**src/rtl/rc5_dec_pkg.sv**
```systemverilog
package rc5_dec_pkg;
  localparam int FRAME_BITS = 14;
  localparam int HALVES     = 2 * FRAME_BITS;

  typedef enum logic [1:0] {
    ST_ARMED,
    ST_RECV,
    ST_CHECK,
    ST_QUIET
  } dec_state_t;

  typedef struct packed {
    logic       toggle;
    logic [4:0] addr;
    logic [5:0] cmd;
  } rc5_word_t;
endpackage

```
**src/rtl/rc5_in_sync.sv**
```systemverilog
module rc5_in_sync #(
  parameter int N_IN   = 2,
  parameter int STAGES = 2
) (
  input  logic            clk,
  input  logic            rst_n,
  input  logic [N_IN-1:0] pin_n,
  output logic [N_IN-1:0] lvl,
  output logic [N_IN-1:0] fall
);
  // Each lane: STAGES synchroniser flops plus one extra flop for edge detection.
  for (genvar g = 0; g < N_IN; g++) begin : g_lane
    logic [STAGES:0] sh;

    always_ff @(posedge clk or negedge rst_n) begin
      if (!rst_n) sh <= '1;
      else        sh <= {sh[STAGES-1:0], pin_n[g]};
    end

    assign lvl[g]  = sh[STAGES-1];
    assign fall[g] = sh[STAGES] & ~sh[STAGES-1];
  end
endmodule

```
**src/rtl/rc5_arbiter.sv**
```systemverilog
module rc5_arbiter #(
  parameter int N_IN = 2,
  localparam int IW  = (N_IN > 1) ? $clog2(N_IN) : 1
) (
  input  logic            clk,
  input  logic            rst_n,
  input  logic            armed,
  input  logic [N_IN-1:0] lane_en,
  input  logic [N_IN-1:0] fall,
  input  logic [N_IN-1:0] lvl,
  output logic            start,
  output logic [IW-1:0]   sel_idx,
  output logic            line
);
  logic [IW-1:0] pick;

  // The loop runs downward, so the lowest enabled lane with an edge wins.
  always_comb begin
    start = 1'b0;
    pick  = '0;
    for (int i = N_IN - 1; i >= 0; i--) begin
      if (lane_en[i] && fall[i]) begin
        start = armed;
        pick  = i[IW-1:0];
      end
    end
  end

  always_ff @(posedge clk or negedge rst_n) begin
    if (!rst_n)     sel_idx <= '0;
    else if (start) sel_idx <= pick;
  end

  assign line = lvl[sel_idx];

  // ownership does not change while a frame is held.
  p_owner_held_r1: assert property (@(posedge clk) disable iff (!rst_n)
    !armed |=> $stable(sel_idx));
endmodule

```
**src/rtl/rc5_frame_dec.sv**
```systemverilog
module rc5_frame_dec
  import rc5_dec_pkg::*;
#(
  parameter int HALF_CYC = 404,
  localparam int S_MIN_I = HALF_CYC - HALF_CYC / 4,
  localparam int S_MAX_I = HALF_CYC + HALF_CYC / 4,
  localparam int L_MIN_I = 2 * HALF_CYC - HALF_CYC / 2,
  localparam int L_MAX_I = 2 * HALF_CYC + HALF_CYC / 2,
  localparam int QUIET_I = 8 * HALF_CYC,
  localparam int CW      = $clog2(QUIET_I + 2)
) (
  input  logic      clk,
  input  logic      rst_n,
  input  logic      start,
  input  logic      line,
  output logic      armed,
  output logic      valid,
  output rc5_word_t word
);
  localparam logic [CW-1:0] S_MIN = CW'(S_MIN_I);
  localparam logic [CW-1:0] S_MAX = CW'(S_MAX_I);
  localparam logic [CW-1:0] L_MIN = CW'(L_MIN_I);
  localparam logic [CW-1:0] L_MAX = CW'(L_MAX_I);
  localparam logic [CW-1:0] Q_END = CW'(QUIET_I - 1);

  dec_state_t          state;
  logic [CW-1:0]       cnt;
  logic [4:0]          nh;
  logic [HALVES-1:0]   hs;
  logic                line_q;
  logic                is_short, is_long, lvl_edge;
  logic [5:0]          nh_sum;
  logic [FRAME_BITS-1:0] bits;
  logic                pair_ok, frame_ok;

  assign lvl_edge = (line != line_q);
  assign is_short = (cnt >= S_MIN) && (cnt <= S_MAX);
  assign is_long  = (cnt >= L_MIN) && (cnt <= L_MAX);
  assign nh_sum   = {1'b0, nh} + (is_long ? 6'd2 : 6'd1);

  // Rebuild the bits from the half-bit levels.
  // The oldest half is at the top of hs; each cell needs a level change in its middle.
  always_comb begin
    pair_ok = 1'b1;
    bits    = '0;
    for (int i = 0; i < FRAME_BITS; i++) begin
      pair_ok = pair_ok & (hs[HALVES-1-2*i] ^ hs[HALVES-2-2*i]);
      bits[FRAME_BITS-1-i] = ~hs[HALVES-1-2*i];
    end
    frame_ok = pair_ok & bits[FRAME_BITS-1] & bits[FRAME_BITS-2];
  end

  always_ff @(posedge clk or negedge rst_n) begin
    if (!rst_n) begin
      state  <= ST_ARMED;
      cnt    <= '0;
      nh     <= '0;
      hs     <= '0;
      line_q <= 1'b1;
      valid  <= 1'b0;
      word   <= '0;
    end else begin
      valid  <= 1'b0;
      line_q <= line;
      case (state)
        ST_ARMED: begin
          if (start) begin
            state  <= ST_RECV;
            cnt    <= CW'(1);
            nh     <= '0;
            line_q <= 1'b0;
          end
        end
        ST_RECV: begin
          if (lvl_edge) begin
            cnt <= CW'(1);
            if (!(is_short || is_long) || (nh_sum > 6'(HALVES))) begin
              state <= ST_QUIET;
              cnt   <= '0;
            end else begin
              hs <= is_long ? {hs[HALVES-3:0], line_q, line_q} : {hs[HALVES-2:0], line_q};
              nh <= nh_sum[4:0];
              if (nh_sum == 6'(HALVES)) state <= ST_CHECK;
            end
          end else if (cnt > L_MAX) begin
            if (line && (nh == 5'(HALVES - 1))) begin
              hs    <= {hs[HALVES-2:0], 1'b1};
              nh    <= 5'(HALVES);
              state <= ST_CHECK;
            end else begin
              state <= ST_QUIET;
              cnt   <= '0;
            end
          end else begin
            cnt <= cnt + 1'b1;
          end
        end
        ST_CHECK: begin
          valid <= frame_ok;
          if (frame_ok) word <= bits[FRAME_BITS-3:0];
          state <= ST_QUIET;
          cnt   <= '0;
        end
        default: begin
          if (!line)            cnt   <= '0;
          else if (cnt >= Q_END) state <= ST_ARMED;
          else                  cnt   <= cnt + 1'b1;
        end
      endcase
    end
  end

  assign armed = (state == ST_ARMED);

  // no more than 28 halves are ever gathered while receiving.
  p_half_bound_r3: assert property (@(posedge clk) disable iff (!rst_n)
    (state == ST_RECV) |-> (nh < 5'(HALVES)));
  // a silent owner line cannot hold the receiver past the long window.
  p_stuck_abort_r7: assert property (@(posedge clk) disable iff (!rst_n)
    (state == ST_RECV) |-> (cnt <= L_MAX + 1'b1));
  // a low owner line keeps the block from re-arming.
  p_quiet_hold_r8: assert property (@(posedge clk) disable iff (!rst_n)
    (state == ST_QUIET && !line) |=> (state == ST_QUIET));
endmodule

```
**src/rtl/rc5_dual_decoder.sv**
```systemverilog
module rc5_dual_decoder
  import rc5_dec_pkg::*;
#(
  parameter int HALF_CYC = 404,
  parameter int SYNC_STG = 2
) (
  input  logic       clk,
  input  logic       rst_n,
  input  logic       ir_a_n,
  input  logic       ir_b_n,
  input  logic       b_std_sel,
  output logic       word_valid,
  output logic       word_toggle,
  output logic [4:0] word_addr,
  output logic [5:0] word_cmd
);
  localparam int N_IN = 2;

  logic [N_IN-1:0] lvl, falls, lane_en;
  logic            start, line, dec_armed;
  logic [0:0]      sel_idx;
  rc5_word_t       word;

  assign lane_en = {b_std_sel, 1'b1};

  rc5_in_sync #(.N_IN(N_IN), .STAGES(SYNC_STG)) u_sync (
    .clk(clk), .rst_n(rst_n), .pin_n({ir_b_n, ir_a_n}), .lvl(lvl), .fall(falls)
  );

  rc5_arbiter #(.N_IN(N_IN)) u_arb (
    .clk(clk), .rst_n(rst_n), .armed(dec_armed), .lane_en(lane_en), .fall(falls),
    .lvl(lvl), .start(start), .sel_idx(sel_idx), .line(line)
  );

  rc5_frame_dec #(.HALF_CYC(HALF_CYC)) u_dec (
    .clk(clk), .rst_n(rst_n), .start(start), .line(line),
    .armed(dec_armed), .valid(word_valid), .word(word)
  );

  assign word_toggle = word.toggle;
  assign word_addr   = word.addr;
  assign word_cmd    = word.cmd;

  // the strobe is never wider than one cycle.
  p_one_strobe_r4: assert property (@(posedge clk) disable iff (!rst_n)
    word_valid |=> !word_valid);
  // a lone edge on a disabled line B leaves the block armed.
  p_b_gated_r2: assert property (@(posedge clk) disable iff (!rst_n)
    (dec_armed && falls[1] && !falls[0] && !b_std_sel) |=> dec_armed);
endmodule

```
**config.mk**
```make
export PLATFORM = sky130hd
export DESIGN_NAME = rc5_dual_decoder
export DESIGN_NICKNAME = d
export VERILOG_FILES = /design/src/rtl/rc5_dec_pkg.sv /design/src/rtl/rc5_in_sync.sv /design/src/rtl/rc5_arbiter.sv /design/src/rtl/rc5_frame_dec.sv /design/src/rtl/rc5_dual_decoder.sv
export SDC_FILE = /design/constraint.sdc
export NUM_CORES = 1
export LEC_CHECK = 0
export BUFFER_PORTS_ARGS = -buffer_cell sky130_fd_sc_hd__buf_2
export CAP_MARGIN = 20
export CORE_MARGIN = 1
export CORE_UTILIZATION = 65
export CTS_CLUSTER_DIAMETER = 80
export DETAILED_ROUTE_END_ITERATION = 10
export GPL_TIMING_DRIVEN = 1
export PLACE_DENSITY = 0.95
export SKIP_LAST_GASP = 1
export SLEW_MARGIN = 25
export SYNTH_ARGS = -nofsm -noshare
export SYNTH_HDL_FRONTEND = slang
export SYNTH_SLANG_ARGS = --single-unit
```
**constraint.sdc**
```tcl
create_clock -name clk -period 9.6 [get_ports clk]
set_input_delay 1.92 -clock clk [delete_from_list [all_inputs] [get_ports clk]]
set_output_delay 1.92 -clock clk [all_outputs]
set_load 0.05 [all_outputs]
```
==> flow_metrics.tcl <==
set metrics [dict create \
    wl_mm 8.218 \
    layout-drive-gt1-share_pct 28.65 \
    hpwlAfterDp_mm 5.210 \
    vias 2886 \
    grt_max_degree 69 \
    synth_xor_area_share_pct 3.314 \
    max_slew_margin_pct 32.21 \
    yosysSeqAreaShare_pct 43.15 \
    p_per_area_nw_per_um2 137.2 \
    p_total_uw 579.9 \
    cts-resized-gates 0 \
    vias_per_cell 6.385 \
    fmax_mhz 242.8 \
    r2r_start "u_dec.cnt[0]" \
    rsz0062_at_grt "false" \
    port_buffers 17 \
    antenna_found_initial 0 \
    yosys.area_share.simple_pct 13.16 \
    async_flop_share_pct 100.0 \
    yosys-top-cells-area "dfrtp_1 39%, mux2_2 9.9%, mux2_4 7.2%, dfstp_2 4.6%, o21ai_0 4.0%" \
    hold_class "flop to flop" \
    synth_warnings 0 \
    antenna-diode-count 0 \
    firstDrtPassIters 5 \
    crit_fanout 28 \
    p_leak_nw 1.992 \
    ant_nets 0 \
    critPathCapture "u_dec.hs[20]" \
    setup_viol 0 \
    synth_area_per_cell_um2 10.83 \
    synth-seq-cells 68 \
    worstSetupPathType "flop to flop" \
    dieArea_um2 6414 \
    cts_buffers 9 \
    final_nets 390 \
    r2r_cells 16 \
    yosys_most_used_dff "dfrtp_1" \
    floorplan.initialDensity_pct 67.35 \
    clkSlewWorstSetupHoldPaths_ps 80 \
    postCtsSetupBuffers 0 \
    synthDominantCellAreaShare_pct 38.51 \
    reg2reg_slack_ps 5480 \
    insertion_delay_ps 360 \
    endpoint_kind "flop" \
    drt_iter0_markers 182 \
    outcome "finished clean" \
    cts_tree "done" \
    syn_nets 383 \
    finalCriticalPeriod_ps 4119 \
    synth_top_family_by_area "multiplexers" \
    gr-total-overflow 0 \
    clock_path_buffers 2 \
    critPathLaunch "u_dec.cnt[0]" \
    worst_pin_slew_ps 1014 \
    cp.required_ps 9850 \
    worstPathArrival_ps 4370 \
    die_y_um 80.09 \
    cts_num_sinks 68 \
    htreeDepth 3 \
    gp_congestion 0.9492 \
    synthMuxAreaShare_pct 17.90 \
    grt.total_usage_pct 27.81 \
    rows 28 \
    synth-compound-area-share_pct 13.26 \
    slew_viol_final 0 \
    placed_area_um2 4003 \
    area_growth_pct 6.597 \
    hold_depth 0 \
    drv.max_cap_violation_count 0 \
    finalHoldViolations 0 \
    ir_drop_mv 0.1409 \
    yosysTopAreaCell "dfrtp_1" \
    grt_pass1_vias 2788 \
    synthAdderAreaFrac_pct 3.977 \
    r2r-end "u_dec.hs[20]" \
    synth_edf_count 0 \
    start_kind "flop" \
    ios 18 \
    die_w_um 80.09 \
    fin_crit_sh_pct 42.90 \
    stdcell_area_um2 4225 \
    avgRoutedWirePerCell_um 18.18 \
    root_buffer "clkbuf_8" \
    hold_buffers 0 \
    drc 0 \
    synth_cells 366 \
    grt_pass1_wl_mm 13.44 \
    yosys.cell_types.count 59 \
    fin_setup_tns_ps 0 \
    core-area_um2 5886 \
    syn_area_um2 3964 \
    finClkSkew_ps 8.908 \
]
## worst min path at each step
stage                      startpoint                endpoint
2_1_floorplan  u_sync.g_lane[0].sh[0]  u_sync.g_lane[0].sh[1]
3_3_place_gp   u_sync.g_lane[0].sh[0]  u_sync.g_lane[0].sh[1]
3_5_place_dp   u_sync.g_lane[1].sh[0]  u_sync.g_lane[1].sh[1]
4_1_cts        u_sync.g_lane[1].sh[0]  u_sync.g_lane[1].sh[1]
5_1_grt        u_sync.g_lane[1].sh[0]  u_sync.g_lane[1].sh[1]
6_report       u_sync.g_lane[1].sh[0]  u_sync.g_lane[1].sh[1]
## state kept, by name, summed over array words and instances, names as in the netlist
register	cells
u_arb.sel_idx	1
u_dec.hs	28
u_sync.g_lane.sh	6
u_dec.valid	1
u_dec.nh	5
u_dec.state	2
u_dec.line_q	1
u_dec.cnt	12
u_dec.word	12
## stage by stage
step                instances  util [%]  setup slack, ps  hold slack (ps)
floorplan                 366         -             6023            345.2
global placement          437     68.01             5706            346.6
detailed placement        437     68.01             5541            347.5
CTS                       452     71.79             5516            358.1
global route              452     71.79             5205            360.2
finish                    452     71.79             5481            356.9
## cells in the mapped netlist, drive strengths merged (8+ instances only)
master   n
ha      11
o21ai   32
a21oi    8
nand4   13
nor2    20
xor2    13
nand3    8
a211oi   8
nand2   27
mux2    54
dfrtp   61
inv     14
clkbuf  11
buf     12
## routing by layer
| metal | part of all wire [%] | GRT usage [%] |
|---|---|---|
| met5 | 0 | 0 |
| met3 | 5.2 | 8.409 |
| met4 | 1.2 | 9.464 |
| met2 | 52 | 46.67 |
| met1 | 42 | 34.03 |
## critical path, stage by stage (launching register included)
cell and delay, ps:
dfrtp_1 490, inv_1 110, ha_1 200, o21ai_0 130
o21ai_0 130, and3_1 220, inv_1 100, ha_1 180
inv_1 60, fa_1 560, nand2b_1 100, a21o_1 190
a32o_1 230, a22oi_4 300, o21a_1 190, buf_4 410
mux2_2 400
## where the power goes
group	leakage [nW]	internal [mW]	switching, mW	total (mW)
sequential	0.898	0.290	0.00297	0.293
clock	0.109	0.153	0.115	0.268
combinational	0.985	0.00525	0.0135	0.0188
total	1.99	0.448	0.132	0.580
## logic make-up after synthesis
kind of cell	Yosys count
compound gates	78
xor+xnor	15
fa+ha+maj	12
buf+inv	37
flops	68
mux	57
simple gates	99
## cell usage in the layout (no fill, tap or decap), types with 5 or more instances in the layout
master,count
xor2_1,13
mux2_4,19
mux2_2,35
buf_2,17
clkbuf_8,10
o21ai_0,32
inv_1,14
a21oi_1,8
nand2_1,27
dfstp_2,7
and3_1,5
a211oi_1,7
nand4_1,12
o31ai_1,5
nand3_1,8
nor2_1,20
ha_1,11
dfrtp_1,61
## final cells by class
| class | instances | area [µm²] |
|---|---|---|
| Multi-Input combinational cell | 261 | 2046 |
| Clock buffer | 10 | 137.6 |
| Inverter | 14 | 52.55 |
| Fill cell | 393 | 1660 |
| Timing Repair Buffer | 19 | 100.1 |
| Tap cell | 75 | 93.84 |
| Clock inverter | 5 | 85.08 |
| Sequential cell | 68 | 1710 |
Power figures use the tool's default switching activity.
